### config.mk
export PLATFORM = sky130hd
export DESIGN_NAME = baud_timer
export DESIGN_NICKNAME = d
export VERILOG_FILES = /design/src/rtl/baud_timer_pkg.sv /design/src/rtl/bt_regs.sv /design/src/rtl/bt_divider.sv /design/src/rtl/bt_bitdiv.sv /design/src/rtl/baud_timer.sv
export SDC_FILE = /design/constraint.sdc
export NUM_CORES = 1
export LEC_CHECK = 0
export ABC_AREA = 1
export BUFFER_PORTS_ARGS = -buffer_cell sky130_fd_sc_hd__buf_4
export CORE_UTILIZATION = 31
export CTS_CLUSTER_DIAMETER = 40
export DETAILED_ROUTE_END_ITERATION = 16
export PLACE_DENSITY_LB_ADDON = 0.25
export SLEW_MARGIN = 30
export SYNTH_ARGS = -nofsm -noshare
export SYNTH_HDL_FRONTEND = slang
export SYNTH_SLANG_ARGS = --single-unit
### constraint.sdc
create_clock -name clk -period 1.85 [get_ports clk]
set_input_delay 0 -clock clk [delete_from_list [all_inputs] [get_ports clk]]
set_output_delay 0 -clock clk [all_outputs]
set_load 0.01 [all_outputs]
### src/rtl/baud_timer_pkg.sv
package baud_timer_pkg;
    typedef enum logic [2:0] {
        OP_START  = 3'd0,
        OP_STOP   = 3'd1,
        OP_WR_LO  = 3'd2,
        OP_WR_HI  = 3'd3,
        OP_RD_LO  = 3'd4,
        OP_RD_HI  = 3'd5,
        OP_WR_CFG = 3'd6,
        OP_NONE   = 3'd7
    } bt_op_e;
endpackage

### src/rtl/bt_regs.sv
module bt_regs
    import baud_timer_pkg::*;
#(
    parameter int DIV_W = 16
) (
    input  logic             clk,
    input  logic             rst_n,
    input  logic             cmd_valid,
    input  logic [2:0]       cmd_op,
    input  logic [DIV_W/2-1:0] cmd_wdata,
    output logic [DIV_W-1:0] preset,
    output logic             mode_pulse,
    output logic             src_ext,
    output logic             start_p,
    output logic             stop_p,
    output logic [DIV_W/2-1:0] rd_data
);
    localparam int BYTE_W = DIV_W / 2;

    typedef struct packed {
        logic [BYTE_W-1:0] lo;
        logic [BYTE_W-1:0] hi;
        logic [BYTE_W-1:0] rd;
        logic              pulse;
        logic              ext;
    } reg_s;

    reg_s r_d, r_q;

    always_comb begin
        r_d     = r_q;
        start_p = 1'b0;
        stop_p  = 1'b0;
        if (cmd_valid) begin
            case (bt_op_e'(cmd_op))
                OP_START:  start_p = 1'b1;
                OP_STOP:   stop_p  = 1'b1;
                OP_WR_LO:  r_d.lo  = cmd_wdata;
                OP_WR_HI:  r_d.hi  = cmd_wdata;
                OP_RD_LO:  r_d.rd  = r_q.lo;
                OP_RD_HI:  r_d.rd  = r_q.hi;
                OP_WR_CFG: begin
                    r_d.pulse = cmd_wdata[0];
                    r_d.ext   = cmd_wdata[1];
                end
                default: ;
            endcase
        end
    end

    always_ff @(posedge clk or negedge rst_n) begin
        if (!rst_n) r_q <= '0;
        else        r_q <= r_d;
    end

    assign preset     = {r_q.hi, r_q.lo};
    assign mode_pulse = r_q.pulse;
    assign src_ext    = r_q.ext;
    assign rd_data    = r_q.rd;


    rd_hi_chk: assert property (@(posedge clk) disable iff (!rst_n)
        (cmd_valid && cmd_op == OP_RD_HI) |=> rd_data == $past(preset[DIV_W-1:BYTE_W]));

    rd_lo_chk: assert property (@(posedge clk) disable iff (!rst_n)
        (cmd_valid && cmd_op == OP_RD_LO) |=> rd_data == $past(preset[BYTE_W-1:0]));
endmodule

### src/rtl/bt_divider.sv
module bt_divider #(
    parameter int DIV_W = 16
) (
    input  logic             clk,
    input  logic             rst_n,
    input  logic             step_en,
    input  logic             start_p,
    input  logic             stop_p,
    input  logic             mode_pulse,
    input  logic [DIV_W-1:0] preset,
    output logic             x16_tick,
    output logic             tmr_out
);
    localparam int CNT_W = DIV_W + 1;
    localparam logic [CNT_W-1:0] FULL = CNT_W'(1) << DIV_W;

    typedef struct packed {
        logic             run;
        logic [CNT_W-1:0] cnt;
        logic             out;
        logic             tick;
    } div_s;

    div_s s_d, s_q;
    logic [CNT_W-1:0] n_eff;

    assign n_eff = (preset == '0) ? FULL : {1'b0, preset};

    always_comb begin
        s_d      = s_q;
        s_d.tick = 1'b0;
        if (stop_p) begin
            s_d.run = 1'b0;
            s_d.cnt = '0;
            s_d.out = 1'b0;
        end else if (start_p) begin
            s_d.run = 1'b1;
            s_d.cnt = n_eff;
            s_d.out = 1'b0;
        end else begin
            if (mode_pulse) s_d.out = 1'b0;
            if (s_q.run && step_en) begin
                if (s_q.cnt == CNT_W'(1)) begin
                    s_d.cnt = n_eff;
                    if (mode_pulse) begin
                        s_d.out  = 1'b1;
                        s_d.tick = 1'b1;
                    end else begin
                        s_d.out  = ~s_q.out;
                        s_d.tick = ~s_q.out;
                    end
                end else begin
                    s_d.cnt = s_q.cnt - CNT_W'(1);
                end
            end
        end
    end

    always_ff @(posedge clk or negedge rst_n) begin
        if (!rst_n) s_q <= '0;
        else        s_q <= s_d;
    end

    assign x16_tick = s_q.tick;
    assign tmr_out  = s_q.out;


    stop_quiet_chk: assert property (@(posedge clk) disable iff (!rst_n)
        stop_p |=> (!x16_tick && !tmr_out));

    tick_high_chk: assert property (@(posedge clk) disable iff (!rst_n)
        x16_tick |-> tmr_out);

    start_low_chk: assert property (@(posedge clk) disable iff (!rst_n)
        (start_p && !stop_p) |=> (!tmr_out && s_q.run && s_q.cnt != '0));

    cnt_range_chk: assert property (@(posedge clk) disable iff (!rst_n)
        s_q.cnt <= FULL);
endmodule

### src/rtl/bt_bitdiv.sv
module bt_bitdiv #(
    parameter int RATIO = 16
) (
    input  logic clk,
    input  logic rst_n,
    input  logic clr,
    input  logic x16_in,
    output logic bit_tick
);
    localparam int PH_W = $clog2(RATIO);

    typedef struct packed {
        logic [PH_W-1:0] ph;
        logic            tick;
    } ph_s;

    ph_s p_d, p_q;

    always_comb begin
        p_d      = p_q;
        p_d.tick = 1'b0;
        if (clr) begin
            p_d.ph = '0;
        end else if (x16_in) begin
            if (p_q.ph == PH_W'(RATIO - 1)) begin
                p_d.ph   = '0;
                p_d.tick = 1'b1;
            end else begin
                p_d.ph = p_q.ph + PH_W'(1);
            end
        end
    end

    always_ff @(posedge clk or negedge rst_n) begin
        if (!rst_n) p_q <= '0;
        else        p_q <= p_d;
    end

    assign bit_tick = p_q.tick;


    bit_follow_chk: assert property (@(posedge clk) disable iff (!rst_n)
        bit_tick |-> $past(x16_in));

    bit_clear_chk: assert property (@(posedge clk) disable iff (!rst_n)
        clr |=> !bit_tick);
endmodule

### src/rtl/baud_timer.sv
module baud_timer #(
    parameter int DIV_W = 16,
    parameter int RATIO = 16
) (
    input  logic         clk,
    input  logic         rst_n,
    input  logic         ext_clk_en,
    input  logic         cmd_valid,
    input  logic [2:0]   cmd_op,
    input  logic [7:0]   cmd_wdata,
    output logic [7:0]   rd_data,
    output logic         x16_tick,
    output logic         tmr_out,
    output logic         bit_tick
);
    logic [DIV_W-1:0] preset;
    logic             mode_pulse, src_ext, start_p, stop_p, step_en;

    bt_regs #(.DIV_W(DIV_W)) i_regs (
        .clk(clk), .rst_n(rst_n), .cmd_valid(cmd_valid), .cmd_op(cmd_op),
        .cmd_wdata(cmd_wdata), .preset(preset), .mode_pulse(mode_pulse),
        .src_ext(src_ext), .start_p(start_p), .stop_p(stop_p), .rd_data(rd_data)
    );

    assign step_en = src_ext ? ext_clk_en : 1'b1;

    bt_divider #(.DIV_W(DIV_W)) i_div (
        .clk(clk), .rst_n(rst_n), .step_en(step_en), .start_p(start_p),
        .stop_p(stop_p), .mode_pulse(mode_pulse), .preset(preset),
        .x16_tick(x16_tick), .tmr_out(tmr_out)
    );

    bt_bitdiv #(.RATIO(RATIO)) i_bit (
        .clk(clk), .rst_n(rst_n), .clr(start_p | stop_p), .x16_in(x16_tick),
        .bit_tick(bit_tick)
    );


    ext_gate_chk: assert property (@(posedge clk) disable iff (!rst_n)
        (src_ext && !ext_clk_en && !start_p && !stop_p && !x16_tick) |=> !x16_tick);
endmodule

==> results of run 1 <==
-- flip-flops by register name (all words and copies together) (netlist names) --
signal	count
i_bit.p_q	4
i_div.s_q	18
i_bit.bit_tick	1
i_regs.src_ext	1
i_div.tmr_out	1
i_regs.mode_pulse	1
i_regs.rd_data	8
i_regs.preset	16
i_div.x16_tick	1
-- cell usage after synthesis, drive strengths merged --
library cell	count
o21ai	44
o211ai	10
clkinv	1
ha	4
inv	56
nand3	25
xnor2	1
clkbuf	2
nor4	2
and3	1
nand2	109
a21oi	9
nor3	6
nand4	8
buf	6
nor2	31
xor2	8
dfrtp	51
-- worst register-to-register path, delay by kind of cell, from the launching register on --
kind                     cells  cell delay [ns]
adder cells (fa/ha/maj)      1             0.29
AND/OR/NAND/NOR              5             0.87
flip-flops                   1             0.45
AO/OA/AOI/OAI                1             0.06
-- cell type report --
cell class | instances | area [um^2]
Clock buffer | 5 | 68.82
Tap cell | 108 | 135.1
Fill cell | 912 | 5463
Sequential cell | 51 | 1276
Multi-Input combinational cell | 258 | 1356
Clock inverter | 3 | 22.52
Timing Repair Buffer | 44 | 352.8
Inverter | 57 | 216.5
-- path summary, 6_finish.rpt --
check | startpoint | to | slack [ns] | depth (start not counted)
hold / removal | cmd_op[2] | i_regs.mode_pulse$_DFFE_PN0P_ | 0.08 | 3
min in group asynchronous | rst_n | i_div.s_q[15]$_DFFE_PN0P_ | 0.26 | 2
max in group asynchronous | rst_n | i_div.s_q[8]$_DFFE_PN0P_ | 1.16 | 2
setup / recovery | i_div.s_q[6]$_DFFE_PN0P_ | i_div.tmr_out$_DFF_PN0_ | 0.12 | 7
hold reg to reg | i_regs.preset[6]$_DFFE_PN0P_ | i_regs.preset[6]$_DFFE_PN0P_ | 0.50 | 2
setup reg to reg | i_div.s_q[6]$_DFFE_PN0P_ | i_div.tmr_out$_DFF_PN0_ | 0.12 | 7
-- power by group through the flow --
| stage | Combinational (mW) | Clock (mW) | Sequential (mW) |
|---|---|---|---|
| after floorplan | 1.33 | 0 | 1.61 |
| after global placement | 1.73 | 0 | 1.66 |
| after detailed placement | 1.74 | 0 | 1.66 |
| after CTS | 1.76 | 0.706 | 1.64 |
| after global routing | 2.03 | 0.748 | 1.68 |
| final | 1.79 | 0.678 | 1.64 |
-- per-layer routing --
layer  track usage, %  vias to the layer above  wire, um
li1                 -                     1284         -
met1            20.95                     1152      3274
met2            25.19                       44      3358
met3            2.482                        6       280
met4            5.511                        0       104
met5                0                        -         0
-- what timing repair did --
item                                    CTS  global route
hold buffers                              9             0
resized for setup                         0             1
endpoints found under the setup margin    0             1
endpoints found under the hold margin    66             0
buffers inserted                          0             5
-- cells in the final DEF, fill, tap and decap left out, types with 4 or more instances in the layout --
master	netlist	layout
inv_1	49	49
nand2_1	106	106
buf_4	0	35
inv_2	6	6
o21ai_1	12	12
dlygate4sd3_1	0	9
nor2_2	5	5
nor2_1	24	24
ha_1	4	4
xor2_1	8	8
o21ai_0	32	32
a21oi_1	7	7
clkbuf_8	0	5
nand3_1	23	23
nand4_1	7	7
dfrtp_1	51	51
o211ai_1	9	9
-- metrics by stage --
stage / instance area, um^2 / cells / worst slack (ns)
5_1_grt: 3428 / 526 / -0.03363
6_report: 3428 / 526 / 0.1163
3_5_place_dp: 3203 / 504 / 0.06448
4_1_cts: 3385 / 521 / 0.02800
3_3_place_gp: 3203 / 504 / 0.06844
2_1_floorplan: 2899 / 374 / 0.3906
-- logic make-up (layout without fill, tap and decap cells) --
family,Yosys count,after routing,share of synthesized area (%)
AND/OR/NAND/NOR,182,182,29.43
buffers and inverters,65,109,9.409
AO/OA/AOI/OAI,63,63,12.69
flip-flops,51,51,44.02
XOR/XNOR,9,9,2.719
adder cells (fa/ha/maj),4,4,1.726
==> Flow_metrics.wiki, run 1 <==
{| class="wikitable"
! Metric !! Value
|-
| Status || completed
|-
| Unrepaired setup endpoints after global routing || true
|-
| Global placement routability congestion || 0.8512
|-
| Global route total overflow || 0
|-
| GRT Overall Usage || 15.48%
|-
| Cell count after synthesis || 374
|-
| HPWL after detailed placement || 5.149 mm
|-
| Antenna violations before repair || 0
|-
| Share of post-route cells with drive strength above 1 || 16.75%
|-
| Post-detailed-route via-to-cell ratio || 4.726
|-
| Clock-pin slew on the worst setup and hold paths || 0.10 ns
|-
| Starting DRT DRC Count || 122
|-
| Number of DRC violations after detailed routing || 0
|-
| Cell Rows || 34
|-
| Slew headroom || 56.01%
|-
| Yosys top cell by area || dfrtp_1
|-
| Portion of synthesized cell area occupied by the leading cell type || 44.02%
|-
| Number of setup violations in the final report || 0
|-
| Total via count after detailed routing || 2,486
|-
| Worst IR drop on VDD || 0.4363 mV
|-
| Power per standard cell area || 1200 nW/um^2
|-
| Max-slew violation total from the final report || 0
|-
| Post-Route Utilization || 38.56%
|-
| Cell-by-cell trace of the critical path || nor2_1, nand2_1, nor4_2, ha_1, nor2_1, nand2_1, o21ai_0
|-
| Critical path's top delay family || simple AND/OR/NAND/NOR gates
|-
| Y dimension of the die || 98.71 um
|-
| First-pass GRT wire length || 11.75 mm
|-
| Post-synthesis sequential area ratio || 44.02%
|-
| Measured slew at the worst slew-check pin || 0.6599 ns
|-
| Synthesized area per cell || 7.751 um^2
|-
| Biggest fanout along the worst timing path || 6
|-
| Net count after synthesis || 393
|-
| Register share of total power || 39.9%
|-
| Die Outline Area || 9743 um^2
|-
| Final clock period utilization by the worst path || 93.71%
|-
| Clock tree from TritonCTS || built
|-
| IO Port Bufs || 25
|-
| Number of H-tree levels || 2
|-
| Worst Hold Margin || 0.07526 ns
|-
| Highest attainable clock frequency || 576.8 MHz
|-
| Effective utilization at floorplan || 32.61%
|-
| Switching share of total power || 43.37%
|-
| Final min period || 1.734 ns
|-
| Top Ports || 26
|-
| Number of max-cap violations || 0
|-
| Syn Std Cell Area || 2899 um^2
|-
| Kind of end point of the critical path || flip-flop
|-
| Overall power of the completed layout || 4.116 mW
|-
| Total of flip-flops plus latches after synthesis || 51
|-
| Drt wl/cell || 13.34 um
|-
| Total wire length || 7.017 mm
|-
| Vias in the first global route || 2,401
|-
| P_sw || 1.785 mW
|-
| Largest net degree at the start of global routing || 52
|-
| Fin Setup TNS || 0 ns
|-
| Synth Warn # || 0
|-
| Antenna cells || 0
|-
| Count of cell types in the netlist || 32
|-
| Pint || 2.331 mW
|-
| Number of buffers between clock root and the deepest sink || 2
|-
| Number of nets at the end of the flow || 436
|-
| Sinks on the clock net || 51
|-
| Floorplan Core Area || 8891 um^2
|-
| Maximum clock skew at final layout || 0.002783 ns
|-
| Width of the chip || 98.71 um
|-
| Layout-stage area growth over the synthesis result || 18.26%
|-
| Class of the tightest hold or removal check || input port to flip-flop
|-
| Required @ worst endpoint || 2.08 ns
|-
| Startpoint type of the worst setup path || flip-flop
|-
| Total leakage power || 1.763 nW
|-
| Cell types with the largest area share after synthesis || dfrtp_1 (44%), nand2_1 (14%), inv_1 (6.3%), o21ai_0 (5.5%), nand3_1 (4.0%)
|-
| Crit-path max cell delay || 0.45 ns
|-
| Critical path data arrival time || 1.97 ns
|-
| Clock Power Share || 16.5%
|-
| First-pass iteration count of the detailed router || 4
|-
| Number of routed nets with antenna violations || 0
|-
| Critical path type || flip-flop to flip-flop
|-
| Root Driver || clkbuf_8
|-
| Combinational share of power || 43.6%
|-
| Crit path buf inv count || 0
|-
| Hold Fails Final Rpt || 0
|-
| Clock latency on the worst-skew pair || 0.30 ns
|-
| Critical-path top delay cell || dfrtp_1
|-
| Inserted Clock Buffers || 5
|}
Power figures use the tool's default switching activity.
==> run 2, diff against run 1 <==
- CAP_MARGIN: not set -> 20
- HOLD_SLACK_MARGIN: not set -> 0.06
- PLACE_DENSITY: not set -> 0.47
- PLACE_DENSITY_LB_ADDON: 0.25 -> not set
==> Flow_metrics.wiki, run 2 (synthesis results as in run 1) <==
{| class="wikitable"
! Metric !! Value
|-
| Status || completed
|-
| Cell-by-cell trace of the critical path || nor2_1, nand2_1, nor2_2, a21oi_2, buf_4, o211ai_2, nand2_1
|-
| Kind of end point of the critical path || flip-flop
|-
| Drt wl/cell || 13.92 um (+4.3%)
|-
| Startpoint type of the worst setup path || flip-flop
|-
| Number of max-cap violations || 0 (unchanged)
|-
| Global route total overflow || 0 (unchanged)
|-
| Worst-case reg-to-reg path depth || 7 (unchanged)
|-
| First-pass GRT wire length || 12.39 mm (+5.5%)
|-
| Source of the worst hold timing path || cmd_valid
|-
| Number of nets at the end of the flow || 433 (-0.69%)
|-
| Post-detailed-route via-to-cell ratio || 4.746 (+0.41%)
|-
| Total via count after detailed routing || 2,482 (-0.16%)
|-
| Final clock period utilization by the worst path || 94.98% (+1.3 points)
|-
| Highest attainable clock frequency || 569.1 MHz (-1.3%)
|-
| Launching element of the worst setup path || i_div.s_q[6]$_DFFE_PN0P_
|-
| Worst IR drop on VDD || 0.4240 mV (-2.8%)
|-
| Number of setup violations in the final report || 0 (unchanged)
|-
| Total wire length || 7.278 mm (+3.7%)
|-
| Global placement routability congestion || 0.7822 (-8.1%)
|-
| Biggest fanout along the worst timing path || 7 (+1)
|-
| Required @ worst endpoint || 2.06 ns (-0.02 ns)
|-
| Critical-path top delay cell || dfrtp_1
|-
| Antenna cells || 0 (unchanged)
|-
| Highest-count cells in the layout ignoring fill and taps || nand2_1 (106), dfrtp_1 (51), inv_1 (49), o21ai_0 (32), buf_4 (31)
|-
| Power per standard cell area || 1217 nW/um^2 (+1.4%)
|-
| Critical path data arrival time || 1.96 ns (about the same)
|-
| Reg-to-reg endpoint || i_div.s_q[3]$_DFFE_PN0P_
|-
| GRT Overall Usage || 16.22% (+0.73 points)
|-
| Crit-path max cell delay || 0.46 ns (about the same)
|-
| Share of post-route cells with drive strength above 1 || 16.39% (-0.36 points)
|-
| Slew headroom || 55.51% (-0.50 points)
|-
| Measured slew at the worst slew-check pin || 0.6674 ns (+0.007495 ns)
|-
| HPWL after detailed placement || 5.306 mm (+3.1%)
|-
| Largest net degree at the start of global routing || 52 (unchanged)
|-
| Total leakage power || 1.743 nW (-1.1%)
|-
| Hold Fails Final Rpt || 0 (unchanged)
|-
| Class of the tightest hold or removal check || input port to flip-flop
|-
| Critical path's top delay family || simple AND/OR/NAND/NOR gates
|-
| Post-Route Utilization || 38.36% (-0.20 points)
|-
| Sinks on the clock net || 51 (unchanged)
|-
| Number of buffers between clock root and the deepest sink || 2 (unchanged)
|-
| Critical path type || flip-flop to flip-flop
|-
| Overall power of the completed layout || 4.151 mW (+0.86%)
|-
| Number of DRC violations after detailed routing || 0 (unchanged)
|-
| Worst hold path endpoint || i_div.s_q[19]$_DFFE_PN0N_
|-
| Worst reg2reg setup slack || 0.09 ns (-0.02 ns)
|-
| Width of the chip || 98.71 um (unchanged)
|-
| Layout-stage area growth over the synthesis result || 17.65%
|-
| Starting DRT DRC Count || 108 (-11%)
|-
| Number of H-tree levels || 2 (unchanged)
|-
| Top Ports || 26 (unchanged)
|-
| Inserted Clock Buffers || 5 (unchanged)
|-
| Number of fill cells in the layout || 933 (+2.3%)
|-
| Number of routed nets with antenna violations || 0 (unchanged)
|-
| Unrepaired setup endpoints after global routing || false
|-
| Antenna violations before repair || 0 (unchanged)
|-
| Startpoint of the most critical register-to-register path || i_div.s_q[6]$_DFFE_PN0P_
|-
| Die Outline Area || 9743 um^2 (unchanged)
|-
| Sequential cell area || 1276 um^2 (unchanged)
|-
| Clock latency on the worst-skew pair || 0.31 ns (about the same)
|-
| Leading cell type in the layout, fill and taps excluded || nand2_1
|-
| Register ranked first by flip-flop count || i_div.s_q
|-
| Final min period || 1.757 ns (+0.02351 ns)
|-
| Multi-input gate area || 1368 um^2 (+0.83%)
|-
| Floorplan Core Area || 8891 um^2 (unchanged)
|-
| Hold Path Stages || 3 (unchanged)
|-
| Clock-pin slew on the worst setup and hold paths || 0.10 ns (about the same)
|-
| Clock tree from TritonCTS || built
|-
| Most frequent CP cell || nand2_1
|-
| Cell Rows || 34 (unchanged)
|-
| Fin Setup TNS || 0 ns (unchanged)
|-
| Crit path buf inv count || 1 (+1)
|-
| Y dimension of the die || 98.71 um (unchanged)
|-
| IO Port Bufs || 25 (unchanged)
|-
| Vias in the first global route || 2,380 (-0.87%)
|-
| Max FFs per register || 18 (unchanged)
|-
| First-pass iteration count of the detailed router || 4 (unchanged)
|-
| Max-slew violation total from the final report || 0 (unchanged)
|-
| Effective utilization at floorplan || 32.61% (unchanged)
|-
| Root Driver || clkbuf_8
|-
| Maximum clock skew at final layout || 0.007884 ns (+0.005101 ns)
|}
[run 2: changes by cell type in the layout (fill, tap and decap cells not counted), sizes merged]
| cell | change |
|---|---|
| clkinvlp | +1 |
| buf | -4 |
| a21oi | +1 |
| inv | -1 |
[run 2: where the power goes]
part	total, mW	leakage (nW)	internal, mW	switching (mW)
Combinational	1.81	1.03	0.668	1.15
Clock	0.694	0.0461	0.274	0.419
Sequential	1.64	0.665	1.38	0.268
[run 2: layer usage]
metal	wire length (um)	part of all wire, %	GRT usage [%]	vias to the layer above
li1	-	-	-	1281
met1	3801	52	22.83	1160
met2	3272	45	26.06	35
met3	132	1.8	2.837	6
met4	71	0.98	3.674	0
met5	0	0	0	-
[run 2: worst min-delay path, cell delays in order]
cell and delay, ns:
buf_4 0.14, nand4_4 0.16, nand2_1 0.06
[run 2: worst max path at each step]
stage                                     endpoint  cells after the start
after CTS                  i_div.tmr_out$_DFF_PN0_                      7
final                     i_div.s_q[3]$_DFFE_PN0P_                      7
after floorplan            i_div.tmr_out$_DFF_PN0_                      7
after global placement     i_div.tmr_out$_DFF_PN0_                      7
after detailed placement   i_div.tmr_out$_DFF_PN0_                      7
after global routing      i_div.s_q[3]$_DFFE_PN0P_                      7
[run 2: per-stage QoR]
step | hold slack, ns | instances | instance area, um^2 | worst slack [ns]
3_5_place_dp | 0.08674 | 503 | 3196 | 0.07479
5_1_grt | 0.07829 | 523 | 3411 | 0.0008256
3_3_place_gp | 0.08789 | 503 | 3196 | 0.08418
2_1_floorplan | -0.2956 | 374 | 2899 | 0.3906
6_report | 0.08285 | 523 | 3411 | 0.09278
4_1_cts | 0.07268 | 520 | 3378 | 0.05384
[run 2: area by class of cell]
class                      count  area share [%]
multi-input combinational    259           40.10
sequential                    51           37.42
timing repair buffer          40           9.464
inverter                      57           6.346
tap                          108           3.962
clock buffer                   5           2.018
clock inverter                 3          0.6970
[run 2: timing repair]
| item | 4_1_cts | 5_1_grt |
|---|---|---|
| hold buffers | 9 | 0 |
| endpoints found under the hold margin | 69 | 0 |
| setup buffers | 0 | 2 |
| gates resized for setup | 0 | 2 |
| endpoints found under the setup margin | 0 | 3 |
